### src/rtl/chain_sdo_pkg.sv
// Shared types for the chain-mode serial output interface.
package chain_sdo_pkg;
    // Interface phases: waiting for a start, converting, holding data for read-out.
    typedef enum logic [1:0] {
        PH_IDLE = 2'd0,
        PH_CONV = 2'd1,
        PH_READ = 2'd2
    } phase_t;
endpackage

### src/rtl/chain_sdo_sync.sv
// Multi-stage synchronizer for a vector of asynchronous single-bit inputs.
// Assumes each input bit is independent; no multi-bit coherence is provided.
module chain_sdo_sync #(
    parameter int W      = 3,
    parameter int STAGES = 2
) (
    input  logic         clk,
    input  logic         rst_n,
    input  logic [W-1:0] d_async,
    output logic [W-1:0] d_sync
);
    logic [W-1:0] stg [STAGES];

    // Shift the raw inputs through the register chain.
    always_ff @(posedge clk) begin
        if (!rst_n) begin
            for (int i = 0; i < STAGES; i++) stg[i] <= '0;
        end else begin
            stg[0] <= d_async;
            for (int i = 1; i < STAGES; i++) stg[i] <= stg[i-1];
        end
    end

    assign d_sync = stg[STAGES-1];
endmodule

### src/rtl/chain_sdo_ctrl.sv
// Phase controller: detects edges on the synchronized strobe and clock,
// selects chain operation, and issues load and shift commands.
// Assumes its inputs are already in the clk domain.
module chain_sdo_ctrl
    import chain_sdo_pkg::*;
(
    input  logic   clk,
    input  logic   rst_n,
    input  logic   cnv_s,
    input  logic   sck_s,
    input  logic   core_done,
    output phase_t phase,
    output logic   conv_start,
    output logic   load,
    output logic   shift_en,
    output logic   sck_fall
);
    logic   cnv_d, sck_d;
    logic   cnv_rise, cnv_fall;
    phase_t phase_nx;

    // Keep one-cycle-old copies for edge detection.
    always_ff @(posedge clk) begin
        if (!rst_n) begin
            cnv_d <= 1'b0;
            sck_d <= 1'b0;
        end else begin
            cnv_d <= cnv_s;
            sck_d <= sck_s;
        end
    end

    assign cnv_rise = cnv_s & ~cnv_d;
    assign cnv_fall = ~cnv_s & cnv_d;
    assign sck_fall = ~sck_s & sck_d;

    // Next phase; a falling strobe takes priority over everything else.
    always_comb begin
        phase_nx = phase;
        unique case (phase)
            PH_IDLE: if (cnv_rise && !sck_s) phase_nx = PH_CONV;
            PH_CONV: if (cnv_fall) phase_nx = PH_IDLE;
                     else if (core_done) phase_nx = PH_READ;
            PH_READ: if (cnv_fall) phase_nx = PH_IDLE;
            default: phase_nx = PH_IDLE;
        endcase
    end

    assign load     = (phase == PH_CONV) && core_done && !cnv_fall;
    assign shift_en = (phase == PH_READ) && sck_fall && !cnv_fall;

    // Phase register and the one-cycle start request.
    always_ff @(posedge clk) begin
        if (!rst_n) begin
            phase      <= PH_IDLE;
            conv_start <= 1'b0;
        end else begin
            phase      <= phase_nx;
            conv_start <= (phase == PH_IDLE) && (phase_nx == PH_CONV);
        end
    end

    // a start request is only ever issued after a low serial clock.
    a_r2_start_sck_low: assert property (@(posedge clk) disable iff (!rst_n)
        conv_start |-> !$past(sck_s));
    // the start request lasts exactly one cycle.
    a_r2_start_pulse: assert property (@(posedge clk) disable iff (!rst_n)
        conv_start |=> !conv_start);
    // a conversion always follows a strobe that is still high.
    a_r9_conv_needs_cnv: assert property (@(posedge clk) disable iff (!rst_n)
        (phase == PH_CONV) |-> $past(cnv_s));
endmodule

### src/rtl/chain_sdo_shreg.sv
// Result shift register: parallel load from the core, serial shift toward
// the MSB with the serial input entering at bit 0.
// Assumes load and shift are never requested in the same cycle.
module chain_sdo_shreg #(
    parameter int DATA_W = 14
) (
    input  logic              clk,
    input  logic              rst_n,
    input  logic              load,
    input  logic [DATA_W-1:0] load_data,
    input  logic              shift_en,
    input  logic              ser_in,
    output logic              msb
);
    localparam int TOP = DATA_W - 1;

    logic [DATA_W-1:0] shreg;

    // Load the new result or move every bit one place toward the MSB.
    always_ff @(posedge clk) begin
        if (!rst_n)        shreg <= '0;
        else if (load)     shreg <= load_data;
        else if (shift_en) shreg <= {shreg[TOP-1:0], ser_in};
    end

    assign msb = shreg[TOP];

    // the MSB presented after a load is the core's MSB.
    a_r5_load_msb: assert property (@(posedge clk) disable iff (!rst_n)
        $past(load) |-> msb == $past(load_data[TOP]));
    // after a shift the new MSB is the old next bit.
    a_r6_shift_step: assert property (@(posedge clk) disable iff (!rst_n)
        ($past(shift_en) && !$past(load)) |-> msb == $past(shreg[TOP-1]));
    // the serial input lands in the vacated tail bit.
    a_r7_tail_capture: assert property (@(posedge clk) disable iff (!rst_n)
        ($past(shift_en) && !$past(load)) |-> shreg[0] == $past(ser_in));
endmodule

### src/rtl/chain_sdo_top.sv
// Chain-mode serial result output for one converter in a daisy chain.
// Assumes cnv_in, sck_in and sdi_in are asynchronous to clk, and that the
// core raises core_done for one cycle with the result on core_data.
module chain_sdo_top
    import chain_sdo_pkg::*;
#(
    parameter int DATA_W      = 14,
    parameter int SYNC_STAGES = 2
) (
    input  logic              clk,
    input  logic              rst_n,
    input  logic              cnv_in,
    input  logic              sck_in,
    input  logic              sdi_in,
    input  logic              core_done,
    input  logic [DATA_W-1:0] core_data,
    output logic              conv_start,
    output logic              pwr_dn,
    output logic              sdo_out
);
    localparam int NSYNC = 3;

    logic [NSYNC-1:0] raw_v, sync_v;
    logic   cnv_s, sck_s, sdi_s;
    phase_t phase;
    logic   load, shift_en, sck_fall, msb;

    assign raw_v = {cnv_in, sck_in, sdi_in};
    assign {cnv_s, sck_s, sdi_s} = sync_v;

    chain_sdo_sync #(.W(NSYNC), .STAGES(SYNC_STAGES)) u_sync (
        .clk(clk), .rst_n(rst_n), .d_async(raw_v), .d_sync(sync_v)
    );

    chain_sdo_ctrl u_ctrl (
        .clk(clk), .rst_n(rst_n), .cnv_s(cnv_s), .sck_s(sck_s),
        .core_done(core_done), .phase(phase), .conv_start(conv_start),
        .load(load), .shift_en(shift_en), .sck_fall(sck_fall)
    );

    chain_sdo_shreg #(.DATA_W(DATA_W)) u_shreg (
        .clk(clk), .rst_n(rst_n), .load(load), .load_data(core_data),
        .shift_en(shift_en), .ser_in(sdi_s), .msb(msb)
    );

    assign sdo_out = (phase == PH_READ) ? msb : 1'b0;
    assign pwr_dn  = (phase == PH_READ);

    // with the strobe low for two samples the output is held low.
    a_r1_idle_low: assert property (@(posedge clk) disable iff (!rst_n)
        (!cnv_s && !$past(cnv_s)) |-> (!sdo_out && !pwr_dn));
    // a serial clock edge during the conversion does not shift.
    a_r4_no_shift_conv: assert property (@(posedge clk) disable iff (!rst_n)
        (phase == PH_CONV && sck_fall) |-> !shift_en);
    // a falling strobe during read-out leads back to idle.
    a_r8_fall_exits: assert property (@(posedge clk) disable iff (!rst_n)
        (phase == PH_READ && !cnv_s && $past(cnv_s)) |=> !pwr_dn);
endmodule

### config.mk
export PLATFORM = sky130hd
export DESIGN_NAME = chain_sdo_top
export DESIGN_NICKNAME = d
export VERILOG_FILES = /design/src/rtl/chain_sdo_pkg.sv /design/src/rtl/chain_sdo_sync.sv /design/src/rtl/chain_sdo_ctrl.sv /design/src/rtl/chain_sdo_shreg.sv /design/src/rtl/chain_sdo_top.sv
export SDC_FILE = /design/constraint.sdc
export NUM_CORES = 1
export LEC_CHECK = 0
export BUFFER_PORTS_ARGS = -buffer_cell sky130_fd_sc_hd__clkbuf_2
export CAP_MARGIN = 20
export CORE_MARGIN = 1.5
export CORE_UTILIZATION = 40
export DETAILED_ROUTE_END_ITERATION = 16
export PLACE_DENSITY = 0.62
export SKIP_LAST_GASP = 1
export SLEW_MARGIN = 15
export SYNTH_ARGS = -nofsm -noshare
export SYNTH_HDL_FRONTEND = slang
export SYNTH_SLANG_ARGS = --single-unit
### constraint.sdc
create_clock -name clk -period 1.9 [get_ports clk]
set_input_delay 0 -clock clk [delete_from_list [all_inputs] [get_ports clk]]
set_output_delay 0 -clock clk [all_outputs]
set_load 0.02 [all_outputs]
## Word level (Yosys, flattened, before mapping)

Memories as Yosys holds them, arrays and structs flattened.
Index checks and enable logic that the tools add are counted.

| storage, ports and cells | value |
|---|---|
| register bits after elaboration | 19 |
| memory bits (writable) | 6 |
| input bits | 20 |
| output and inout bits | 3 |
| memories kept | 1 |

| operators by class | value |
|---|---|
| equality and inequality tests | 3 |
| muxes and demuxes | 12 |
| bitwise logic cells | 8 |
| reductions and logical operators | 10 |

Memories:

| name | depth | bits a word | rd ports | clocked after memory_dff | wr ports | RTL line | RTL |
|---|---|---|---|---|---|---|---|
| u_sync.stg | 2 | 3 | 2 | 0 | 2 | chain_sdo_sync.sv:12 | `logic [W-1:0] stg [STAGES];` |

Operators by type and width:

| cell | count |
|---|---|
| $mux W14 | 2 |
| $mux W2 | 4 |
| $logic_and A1 B1 Y1 | 6 |
| $mux W3 | 2 |
| $pmux W2 S3 | 1 |
| $eq A2 B1 Y1 const B | 2 |
| $and A1 B1 Y1 | 3 |
| $mux W1 | 3 |
| $not A1 Y1 | 3 |
| $eq A2 B2 Y1 const B | 1 |
| $logic_not A1 Y1 | 2 |
| $logic_not A2 Y1 | 1 |
| $or A1 B1 Y1 | 2 |
| $reduce_bool A2 Y1 | 1 |

## Longest topological paths before layout

Gate-level depths: netlist of run 1.

| logic depth | value |
|---|---|
| depth in word-level cells | 7 |
| depth in mapped cells | 6 |

## Modules after synthesis

A second synthesis of run 1 with hierarchy kept.

| second synthesis, totals | value |
|---|---|
| cell total of the unflattened synthesis | 97 |
| area total of the unflattened synthesis | 1,138.6 sq um |

By module, submodules not included:

| module | instances | cells an instance | area each (sq um) | sequential area each (sq um) |
|---|---|---|---|---|
| chain_sdo_shreg | 1 | 60 | 735.7 | 280.3 |
| chain_sdo_ctrl | 1 | 20 | 207.7 | 100.1 |
| chain_sdo_sync | 1 | 15 | 180.2 | 120.1 |
| chain_sdo_top | 1 | 2 | 15.0 | 0.0 |

## Worst setup path after synthesis of run 1

Ideal clock, no wire load.

| timing path | value |
|---|---|
| path type | register to register |
| start point | register u_ctrl.phase[1] |
| end point | register u_shreg.shreg[1] |
| arrival | 1,233 ps |
| required time | 1,764 ps |
| setup slack | 531 ps |
| cell stages (with the launch flop) | 7 |
| path buffers | 2 |
| period minus slack after synthesis | 1,369 ps |
| path through | dfxtp_1 > nor2b_4 > and4b_1 > buf_6 > or2_4 > buf_6 > o22ai_2 |

| on the way | value |
|---|---|
| cells in the longest elaborated chain, start to end | 4 |

RTL lines:

| what | RTL line | RTL |
|---|---|---|
| from (decl) | chain_sdo_ctrl.sv:12 | `output phase_t phase,` |
| from (signal assigned) | chain_sdo_ctrl.sv:58 | `phase <= phase_nx;` |
| $eq A2 B2 Y1 | n/a |  |
| via pwr_dn | chain_sdo_top.sv:18 | `output logic pwr_dn,` |
| $logic_and A1 B1 Y1 (2 in series) | chain_sdo_ctrl.sv:50 | `assign shift_en = (phase == PH_READ) && sck_fall && !cnv_fall;` |
| $reduce_bool A2 Y1 (no line) | n/a |  |
| to (signal assigned) | chain_sdo_shreg.sv:22 | `else if (load) shreg <= load_data;` |
| to (signal assigned) | chain_sdo_shreg.sv:23 | `else if (shift_en) shreg <= {shreg[TOP-1:0], ser_in};` |
| to (decl) | chain_sdo_shreg.sv:17 | `logic [DATA_W-1:0] shreg;` |

The timed path passes the listed nets, and every way through them passes these cells.
A chain may end at the register's enable or synchronous reset.

## Worst setup path after layout of run 1

| timing path | value |
|---|---|
| start point | register u_ctrl.phase[1] |
| end point | register u_shreg.shreg[10] |

| on the way | value |
|---|---|
| cells in the longest elaborated chain, start to end | 4 |

RTL lines:

| what | RTL line |
|---|---|
| $eq A2 B1 Y1 / $eq A2 B2 Y1 (equally long branches) | chain_sdo_ctrl.sv:49, chain_sdo_ctrl.sv:50 |
| $logic_and A1 B1 Y1, on equally long branches (2 in series) | chain_sdo_ctrl.sv:49, chain_sdo_ctrl.sv:50 |
| $mux W14 / $reduce_bool A2 Y1 (equally long branches) | n/a |

Several ways; a longest one is shown, not always the timed one.

==> impl_metrics.csv, run 1 <==
group,metric,value,unit
status,status,"complete, no violations",
synthesis,yosysWarningCount,0,
clock_tree,cts_setup_buffers,0,
floorplanning,fp.dieH,53.8,µm
synthesis,synth_nets,118,
synthesis,synth.largest_area_cell,"dfxtp_1",
sta,tightest_slew,0.374,ns
worst_setup_path,critical_path_class,"reg2reg",
synthesis,synthCells,98,
floorplanning,fp.dieArea,2890,µm²
sta,fmax,663,MHz
clock_tree,clock-root-buffer,"clkbuf_4",
sta,setup_viol,0,
floorplanning,pin_count,23,
worst_setup_path,critical_path_arrival,1.76,ns
sta,finalClockSkew,0.000915,ns
worst_setup_path,start_kind,"register",
power,pwr-share-comb,10.0,%
clock_tree,cts.sinks,25,
worst_setup_path,worstRegToRegCells,5,
grt,track_usage,15.5,%
final_layout,nFillCells,231,
routing,wl,1.97,mm
worst_setup_path,r2r-end,"u_shreg.shreg[10]",
synthesis,ys_top_cells_by_area,"dfxtp_1 (49%), o22ai_2 (12%), a22oi_1 (8.7%)",
floorplanning,fp.dieW,53.8,µm
floorplanning,initial_core_util,42.0,%
synthesis,ys_seq_area_share,48.5,%
synthesis,synth_simple_gate_area_share,18.4,%
routing,wire_per_inst,12.1,µm
floorplanning,num_rows,18,
worst_setup_path,crit_buf_inv,1,
clock_tree,cts_made_buffers,3,
synthesis,ys_ff_latch,25,
final_layout,syn_to_final_growth,27.3,%
power,power.share.sequential,62.9,%
sta,min_period,1.51,ns
clock_tree,cts_tree,"yes",
worst_hold_path,holdPathEnd,"u_shreg.shreg[0]",
clock_tree,clock_latency,0.31,ns
synthesis,synth_compound_area_share,26.2,%
worst_hold_path,hp-class,"in2reg",
synthesis,synth.area.mux_share,0,%
sta,slew_viol_final,0,
worst_setup_path,worstPathMaxFanout,10,
final_layout,post-route-util,53.5,%
placed_design,portBuffers,22,
clock_tree,h-tree-depth,1,
final_layout,stdcell_count,163,
final_layout,seqCellArea,500,µm²
power,p_int,0.000670,W
synthesis,synthAdderAreaFrac,0,%
power,power_frac_clock,27.1,%
clock_tree,clk_pin_slew,0.13,ns
routing,num_vias,806,
worst_setup_path,critPathSlowestCell,"and4b_1",
routing,first_pass_iters,4,
routing,drc_errors,0,
sta,rsz0062_at_grt,"no",
final_layout,nets,154,
grt,grt_pass1_wl,3.15,mm
grt,grt_start_max_net_pins,22,
synthesis,synth.avg_cell_area,10.5,µm²
worst_setup_path,crit_family,"simple AND/OR/NAND/NOR gates",
final_layout,antenna_cells,0,
synthesis,synth-xor-area-share,0,%
sta,hold_violations,0,
power,switching_share,22.6,%
grt,grt_pass1_vias,740,
flow_run,cap_violations,0,
floorplanning,core,2450,µm²
final_layout,drive_gt1_share,30.8,%
placed_design,placed_cells,145,
power,vdd_drop_max,461,µV
final_layout,multi_input_area,460,µm²
power,p_total,0.000866,W
power,power_density,660,nW/µm²
worst_setup_path,crit_required,2.15,ns
worst_setup_path,r2r_start,"u_ctrl.phase[1]",
sta,post-route-period-util,79.4,%
synthesis,synth_area,1030,µm²
worst_setup_path,critical_path.cell_chain,"nor2b_4, and4b_1, buf_4, a22oi_1, o22ai_2",
sta,finalSetupTns,0,ns
worst_setup_path,worst-r2r-setup-slack,0.39,ns
worst_setup_path,endpoint_kind,"register",
grt,overflow,0,
worst_setup_path,slowest_delay,0.40,ns
routing,avgViaCountPerCell,4.94,
routing,antenna_left,0,
placed_design,routabilityCongestion,0.772,
power,p_sw,0.000196,W
worst_hold_path,min_from,"core_data[0]",
power,p_leak,0.513,nW
synthesis,synth_top_area_share,48.5,%
synthesis,synth_top_family_by_area,"compound AO/OA/AOI/OAI gates",
synthesis,synth.distinct_cells,25,
worst_hold_path,holdPathStages,4,
sta,slew_headroom,75.1,%
routing,drt_iter0_drc,16,
grt,antenna_found_initial,0,
placed_design,detailed_place_hpwl,1.33,mm
clock_tree,cts_max_path_buffers,2,
worst max path at each step:
stage	cells past startpoint	start	end	slack, ns
detailed placement	4	u_ctrl.phase[1]	u_shreg.shreg[8]	0.40
floorplan	6	u_ctrl.phase[1]	u_shreg.shreg[1]	0.53
global route	5	u_ctrl.phase[1]	u_shreg.shreg[1]	0.23
global placement	4	u_ctrl.phase[1]	u_shreg.shreg[8]	0.43
CTS	5	u_ctrl.phase[1]	u_shreg.shreg[10]	0.37
finish	5	u_ctrl.phase[1]	u_shreg.shreg[10]	0.39
state kept, by name, indices dropped and copies added (netlist names):
name,cells
u_shreg.shreg,14
u_sync.stg,6
u_ctrl.phase,2
u_ctrl.cnv_d,1
u_ctrl.conv_start,1
u_ctrl.sck_d,1
layout make-up:
class,instances,share of cell area [%]
inverters,4,1.14
flip-flops and latches,25,38.1
well taps,30,2.86
repair buffers,39,20.8
multi-input cells,61,35.1
clock buffers,4,2.00
cell families (layout without fill, tap and decap cells):
kind of cell / count (synthesis) / in the layout
buffers and inverters: 12 / 47
DFF: 25 / 25
and+or+nand+nor: 31 / 31
AOI/OAI and AO/OA: 30 / 30
cells in the mapped netlist:
master and count:
a21oi_1 2, buf_2 2, buf_1 1, a22oi_1 12, nand2b_1 1, and2_1 9
nor3_1 1, o21a_1 1, a221oi_1 2, clkinv_1 1, dfxtp_1 25, or4b_1 1
nand2b_4 1, o22ai_2 10, or2_4 1, o22ai_1 2, buf_6 3, nand2_1 12
a211oi_1 1, inv_1 3, nor2_1 1, clkbuf_1 2, and4b_1 2, nor2b_4 1
nand3b_1 1
through the flow:
| step | worst slack [ns] | cell area (µm²) | hold slack, ns |
|---|---|---|---|
| global placement | 0.428 | 1150 | 0.205 |
| floorplan | 0.531 | 1030 | 0.127 |
| detailed placement | 0.404 | 1150 | 0.212 |
| CTS | 0.372 | 1310 | 0.0000182 |
| global route | 0.231 | 1310 | 0.00742 |
| finish | 0.391 | 1310 | 0.00319 |
metal layers:
| layer | GRT usage (%) | wire (µm) | vias up |
|---|---|---|---|
| met5 | 0 | 0 | - |
| met4 | 8.97 | 19 | 0 |
| met3 | 3.33 | 76 | 2 |
| met2 | 23.6 | 936 | 18 |
| met1 | 20.0 | 937 | 364 |
| li1 | - | - | 422 |
worst register-to-register path, stage by stage (launching register included):
cell	delay, ns
dfxtp_1	0.39
nor2b_4	0.17
and4b_1	0.40
buf_4	0.22
a22oi_1	0.10
o22ai_2	0.17
cell usage in the layout (no fill, tap or decap):
| cell type | count |
|---|---|
| dfxtp_1 | 25 |
| clkbuf_2 | 22 |
| dlygate4sd3_1 | 14 |
| a22oi_1 | 12 |
| nand2_1 | 12 |
| o22ai_2 | 10 |
| and2_1 | 9 |
| inv_1 | 3 |
| clkbuf_4 | 3 |
| buf_4 | 3 |
| and4b_1 | 2 |
| o22ai_1 | 2 |
| a21oi_1 | 2 |
| a221oi_1 | 2 |
| nor2b_4 | 1 |
| clkinv_1 | 1 |
| nand2b_4 | 1 |
| or2_4 | 1 |
| nand2b_1 | 1 |
| o21a_1 | 1 |
| or4b_1 | 1 |
| nand3b_1 | 1 |
| a211oi_1 | 1 |
| nor2_1 | 1 |
| nor3_1 | 1 |
| clkbuf_1 | 1 |
power by group through the flow:
stage	Combinational [W]	Clock (W)	Sequential, W
5_1_grt	0.0000959	0.000259	0.000547
4_1_cts	0.0000874	0.000244	0.000545
6_report	0.0000863	0.000235	0.000545
3_3_place_gp	0.0000633	0	0.000556
2_1_floorplan	0.0000372	0	0.000555
3_5_place_dp	0.0000646	0	0.000557
timing repair:
action / CTS / global route
resized for setup: 0 / 0
hold buffers: 14 / 0
endpoints found under the hold margin: 14 / 0
Power figures use the tool's default switching activity.
==> run 2, diff against run 1 <==
--- a/config.mk
+++ b/config.mk
@@ -5,12 +5,13 @@
 export SDC_FILE = /design/constraint.sdc
 export NUM_CORES = 1
 export LEC_CHECK = 0
+export ABC_AREA = 1
 export BUFFER_PORTS_ARGS = -buffer_cell sky130_fd_sc_hd__clkbuf_2
 export CAP_MARGIN = 20
 export CORE_MARGIN = 1.5
 export CORE_UTILIZATION = 40
 export DETAILED_ROUTE_END_ITERATION = 16
-export PLACE_DENSITY = 0.62
+export PLACE_DENSITY = 0.61
 export SKIP_LAST_GASP = 1
 export SLEW_MARGIN = 15
 export SYNTH_ARGS = -nofsm -noshare
==> constraint.sdc (replaced) <==
create_clock -name clk -period 1.4 [get_ports clk]
set_input_delay 0 -clock clk [delete_from_list [all_inputs] [get_ports clk]]
set_output_delay 0 -clock clk [all_outputs]
set_load 0.02 [all_outputs]
==> run 2 against run 1 <==
Compared with the run above:
- non-clock buffer count decreased by 8
- largest power group unchanged
- highest routed layer unchanged
- hold slack improved by 0.011 ns
- critical path type unchanged
- largest cell class is now multi-input gates
- synthesized cell count is 66% higher
==> impl_metrics.csv, run 2 <==
group,metric,value,unit
synthesis,ys.flop_type,"dfxtp_1",
grt,track_usage,15.9,%
final_layout,stdcell_count,222,
power,p_leak,0.732,nW
routing,drt_iter0_drc,66,
clock_tree,cts_max_path_buffers,2,
floorplanning,initial_core_util,42.8,%
clock_tree,clock_latency,0.32,ns
sta,slew_headroom,80.0,%
sta,finalClockSkew,0.00876,ns
sta,rsz0062_at_grt,"no",
routing,drc_errors,0,
worst_setup_path,critical_path_arrival,1.51,ns
grt,grt_pass1_wl,4.18,mm
worst_setup_path,r2r_start,"u_sync.stg[0][5]",
floorplanning,fp.dieArea,3310,µm²
floorplanning,fp.dieW,57.5,µm
worst_setup_path,slowest_delay,0.35,ns
worst_setup_path,worst-r2r-setup-slack,0.12,ns
final_layout,antenna_cells,0,
grt,use_met1,20.0,%
sta,post-route-period-util,91.5,%
worst_hold_path,holdPathEnd,"u_shreg.shreg[2]",
worst_setup_path,cp.depth,8,
placed_design,routabilityCongestion,0.766,
final_layout,multi_input_area,541,µm²
status,status,"complete, no violations",
floorplanning,core,2780,µm²
worst_setup_path,critical_path.cell_chain,"inv_1, nand2_4, nand3_2, buf_4, nand3_1, nand3_1, nand2_1, inv_1",
floorplanning,fp.dieH,57.5,µm
synthesis,synthCells,163,
sta,hold_violations,0,
worst_setup_path,critPathSlowestCell,"dfxtp_1",
routing,wire_per_inst,10.8,µm
placed_design,portBuffers,22,
grt,top_usage_layer,"met2",
sta,slew_viol_final,0,
sta,min_period,1.28,ns
worst_setup_path,crit_required,1.63,ns
sta,fmax,780,MHz
synthesis,synth_most_common_cell,"nand2_1",
clock_tree,cts_tree,"yes",
synthesis,ys_top_cells_by_area,"dfxtp_1 (42%), nand2_1 (9.1%), nor2_1 (8.2%)",
final_layout,final_common_cell,"nand2_1",
sta,tightest_slew,0.298,ns
synthesis,synth_area,1190,µm²
routing,num_vias,1075,
synthesis,async_reset_ff_share,0,%
grt,grt_pass1_vias,1003,
floorplanning,pin_count,23,
flow_run,cap_violations,0,
worst_setup_path,critical_path_class,"reg2reg",
routing,antenna_left,0,
grt,overflow,0,
sta,setup_viol,0,
synthesis,synth.largest_area_cell,"dfxtp_1",
power,vdd_drop_max,581,µV
final_layout,final_cell_mix,"nand2_1 (29), nor2_1 (26), dfxtp_1 (24), inv_1 (23), clkbuf_2 (22)",
worst_setup_path,worstPathMaxFanout,10,
clock_tree,clock-root-buffer,"clkbuf_4",
clock_tree,h-tree-depth,1,
worst_setup_path,crit_family,"simple AND/OR/NAND/NOR gates",
synthesis,synth_top_area_share,42.1,%
worst_hold_path,hp-class,"in2reg",
clock_tree,cts.sinks,25,
clock_tree,cts_setup_buffers,0,
clock_tree,cts_made_buffers,3,
clock_tree,clk_pin_slew,0.14,ns
power,p_total,0.00118,W
final_layout,seqCellArea,502,µm²
final_layout,nets,212,
floorplanning,num_rows,19,
grt,grt_start_max_net_pins,16,
routing,first_pass_iters,6,
worst_hold_path,min_from,"core_data[2]",
final_layout,post-route-util,50.1,%
final_layout,largest_reg_flops,14,
synthesis,synth.distinct_cells,25,
power,power_density,843,nW/µm²
final_layout,reg.largest.list,"u_shreg.shreg x14, u_sync.stg x6, u_ctrl.phase x2",
worst_setup_path,start_kind,"register",
synthesis,ys_seq_area_share,42.1,%
worst_setup_path,crit_buf_inv,3,
routing,wl,2.40,mm
grt,met3_usage,2.27,%
synthesis,synth_common_cells,"nand2_1 (29), nor2_1 (26), dfxtp_1 (25)",
final_layout,nFillCells,286,
placed_design,placed_cells,214,
final_layout,syn_to_final_growth,17.1,%
grt,antenna_found_initial,0,
worst_setup_path,endpoint_kind,"register",
synthesis,synth_nets,183,
synthesis,synth-edff-count,0,
worst_setup_path,r2r-end,"u_shreg.shreg[7]",
worst_hold_path,holdPathStages,5,
final_layout,drive_gt1_share,24.6,%
placed_design,detailed_place_hpwl,1.72,mm
grt,met2_usage,26.5,%
routing,avgViaCountPerCell,4.84,
final_layout,top_register,"u_shreg.shreg",
synthesis,ys_ff_latch,25,
sta,finalSetupTns,0,ns
synthesis,synth.avg_cell_area,7.30,µm²
worst_setup_path,worstRegToRegCells,8,
synthesis,yosysWarningCount,0,
==> run 2: cell count changes after synthesis, sizes merged, moves of 2 or more <==
cell | previous run | this run
o22ai | 12 | 0
a22oi | 12 | 0
inv | 3 | 25
a221oi | 2 | 0
and2 | 9 | 0
nand2b | 2 | 0
nor2 | 1 | 32
and4b | 2 | 0
nand4 | 0 | 12
nand3 | 0 | 21
nand2 | 12 | 34
==> run 2: what timing repair did <==
| action | in CTS | in global routing |
|---|---|---|
| endpoints found under the setup margin | 0 | 5 |
| hold buffers | 4 | 0 |
| endpoints found under the hold margin | 4 | 0 |
| gates resized for setup | 0 | 1 |
==> run 2: stage by stage <==
step                      worst slack (ns)  hold slack [ns]  area [µm²]
after floorplan                      0.181           0.0976        1190
after global placement               0.139            0.183        1330
after detailed placement            0.0961            0.185        1330
after CTS                           0.0697         0.000149        1390
after global routing               0.00448           0.0249        1390
final                                0.118           0.0138        1390
==> run 2: how the worst max path moves through the flow <==
| stage | start | end | slack, ns |
|---|---|---|---|
| finish | u_sync.stg[0][5] | u_shreg.shreg[7] | 0.12 |
| global route | u_sync.stg[0][5] | u_shreg.shreg[10] | 0.004 |
| CTS | u_ctrl.phase[1] | u_shreg.shreg[10] | 0.07 |
| detailed placement | u_ctrl.phase[1] | u_shreg.shreg[10] | 0.1 |
| global placement | u_ctrl.phase[1] | u_shreg.shreg[12] | 0.14 |
| floorplan | u_ctrl.phase[1] | u_shreg.shreg[10] | 0.18 |
==> run 2: kinds of logic (layout without fill, tap and decap cells) <==
group / count (synthesis) / in the layout / share of synthesized area, %
and+or+nand+nor: 102 / 102 / 44.2
DFF: 25 / 25 / 42.1
buffers and inverters: 33 / 61 / 12.5
AOI/OAI and AO/OA: 3 / 3 / 1.26
==> run 2: final cells by class <==
class	count	area share [%]
Clock inverter	1	0.359
Inverter	26	7.00
Tap cell	31	2.78
Multi-Input combinational cell	105	38.8
Clock buffer	3	1.62
Sequential cell	25	36.0
Timing Repair Buffer	31	13.5
==> run 2: routing by layer <==
metal / up-vias / wire [µm]
met5: - / 0
met4: 0 / 31
met2: 22 / 1180
met3: 4 / 94
li1: 565 / -
met1: 484 / 1100
==> run 2: worst register-to-register path: stages (launching register included) <==
cell and delay, ns:
dfxtp_1 0.35, inv_1 0.07, nand2_4 0.15, nand3_2 0.19
buf_4 0.21, nand3_1 0.08, nand3_1 0.07, nand2_1 0.06
inv_1 0.03
==> run 2: power breakdown <==
group | switching, W | total [W] | leakage (nW) | internal (W)
Combinational | 0.0000669 | 0.000119 | 0.510 | 0.0000523
Sequential | 0.00000957 | 0.000740 | 0.204 | 0.000730
Clock | 0.000209 | 0.000316 | 0.0177 | 0.000107
Total | 0.000286 | 0.00118 | 0.732 | 0.000889
==> run 3, diff against run 2 <==
--- a/config.mk
+++ b/config.mk
@@ -11,6 +11,7 @@
 export CORE_MARGIN = 1.5
 export CORE_UTILIZATION = 40
 export DETAILED_ROUTE_END_ITERATION = 16
+export GPL_TIMING_DRIVEN = 0
 export PLACE_DENSITY = 0.61
 export SKIP_LAST_GASP = 1
 export SLEW_MARGIN = 15
==> run 3 against run 2 <==
Compared with the run above:
- cell area up 1.2%
- clock power grew 2%
- sequential power about the same
- highest routed layer unchanged
==> impl_metrics.csv, run 3 (synthesis gave the netlist of run 2 again) <==
group,metric,value,unit
grt,antenna_found_initial,0,
clock_tree,holdBufCountCts,5,
floorplanning,core,2780,µm²
routing,first_pass_iters,4,
worst_setup_path,worst-r2r-setup-slack,0.13,ns
placed_design,routabilityCongestion,0.829,
sta,fin_hold_ws,0.0184,ns
routing,antenna_left,0,
floorplanning,fp.dieArea,3310,µm²
grt,track_usage,15.4,%
routing,drt_iter0_drc,27,
clock_tree,clk_pin_slew,0.14,ns
floorplanning,fp.dieW,57.5,µm
routing,wire_per_inst,9.95,µm
clock_tree,cts_max_path_buffers,2,
floorplanning,num_rows,19,
sta,rsz0062_at_grt,"no",
grt,overflow,0,
routing,drc_errors,0,
clock_tree,cts_tree,"yes",
routing,avgViaCountPerCell,4.62,
worst_hold_path,hp-class,"in2reg",
sta,setup_viol,0,
placed_design,portBuffers,21,
final_layout,drive_gt1_share,23.3,%
sta,tightest_slew,0.440,ns
final_layout,final_common_cell,"nand2_1",
worst_setup_path,critical_path_class,"reg2reg",
sta,finalSetupTns,0,ns
clock_tree,h-tree-depth,1,
worst_setup_path,worstPathMaxFanout,8,
flow_run,cap_violations,0,
sta,slew_viol_final,0,
final_layout,reg.largest.list,"u_shreg.shreg x14, u_sync.stg x6, u_ctrl.phase x2",
grt,grt_start_max_net_pins,14,
final_layout,largest_reg_flops,14,
floorplanning,pin_count,23,
clock_tree,clock_latency,0.31,ns
final_layout,antenna_cells,0,
routing,wl,2.23,mm
power,p_leak,0.736,nW
final_layout,top_register,"u_shreg.shreg",
power,vdd_drop_max,558,µV
status,status,"complete, no violations",
worst_setup_path,crit_required,1.62,ns
clock_tree,cts.sinks,25,
sta,post-route-period-util,90.4,%
worst_setup_path,critical_path_arrival,1.49,ns
placed_design,detailed_place_hpwl,1.64,mm
worst_setup_path,endpoint_kind,"register",
final_layout,final_cell_mix,"nand2_1 (29), nor2_1 (26), dfxtp_1 (25), inv_1 (23), clkbuf_2 (22)",
floorplanning,fp.dieH,57.5,µm
clock_tree,cts_setup_buffers,0,
clock_tree,cts.repair.resized,0,
grt,grt_pass1_wl,4.05,mm
sta,finalClockSkew,0.00537,ns
sta,min_period,1.27,ns
sta,hold_violations,0,
worst_setup_path,start_kind,"register",
sta,slew_headroom,70.7,%
final_layout,nets,214,
clock_tree,cts_made_buffers,3,
routing,num_vias,1035,
clock_tree,clock-root-buffer,"clkbuf_4",
final_layout,syn_to_final_growth,18.5,%
floorplanning,initial_core_util,42.8,%
grt,grt_pass1_vias,966,
sta,fmax,790,MHz
power,power_density,836,nW/µm²
[run 3: layer usage]
layer  vias up  part of all wire (%)  track usage, %
met5         -                     0               0
met4         0                  0.58            4.98
met3         2                   5.2            2.72
met2        22                    43            26.1
met1       440                    51            19.8
li1        571                     -               -
[run 3: area by class of cell]
| type | instances | area [µm²] |
|---|---|---|
| plain buffers | 7 | 51.3 |
| clock buffers | 4 | 26.3 |
| fillers | 283 | 1370 |
| inverters | 26 | 97.6 |
| multi-input cells | 105 | 541 |
| flip-flops and latches | 25 | 500 |
| well taps | 31 | 38.8 |
| repair buffers | 26 | 155 |
[run 3: path summary, 6_finish.rpt]
kind	from	endpoint	cells past startpoint
setup reg to reg	u_ctrl.phase[1]	u_shreg.shreg[11]	7
hold / removal	core_data[2]	u_shreg.shreg[2]	5
setup / recovery	u_ctrl.phase[1]	u_shreg.shreg[11]	7
hold reg to reg	u_sync.stg[0][2]	u_sync.stg[0][5]	2
[run 3: worst max-delay path, stage by stage (launching register included)]
cell	delay, ns
dfxtp_1	0.42
inv_2	0.07
nor2_4	0.15
nand3_4	0.14
nand2_2	0.19
nor2_1	0.06
nor2_1	0.09
nor2_1	0.04
[run 3: power breakdown]
group | switching (W) | total (W) | internal (W)
Combinational | 0.0000658 | 0.000119 | 0.0000535
Sequential | 0.00000919 | 0.000739 | 0.000730
Clock | 0.000209 | 0.000321 | 0.000111
[run 3: per-stage QoR]
stage	cell area [µm²]	instances	utilization, %	total power (W)	setup slack (ns)
CTS	1410	224	50.7	0.00119	0.111
global route	1410	224	50.7	0.00124	0.00217
floorplan	1190	163	-	0.000822	0.181
finish	1410	224	50.7	0.00118	0.134
detailed placement	1330	215	48.0	0.000865	0.128
global placement	1330	215	48.0	0.000863	0.139
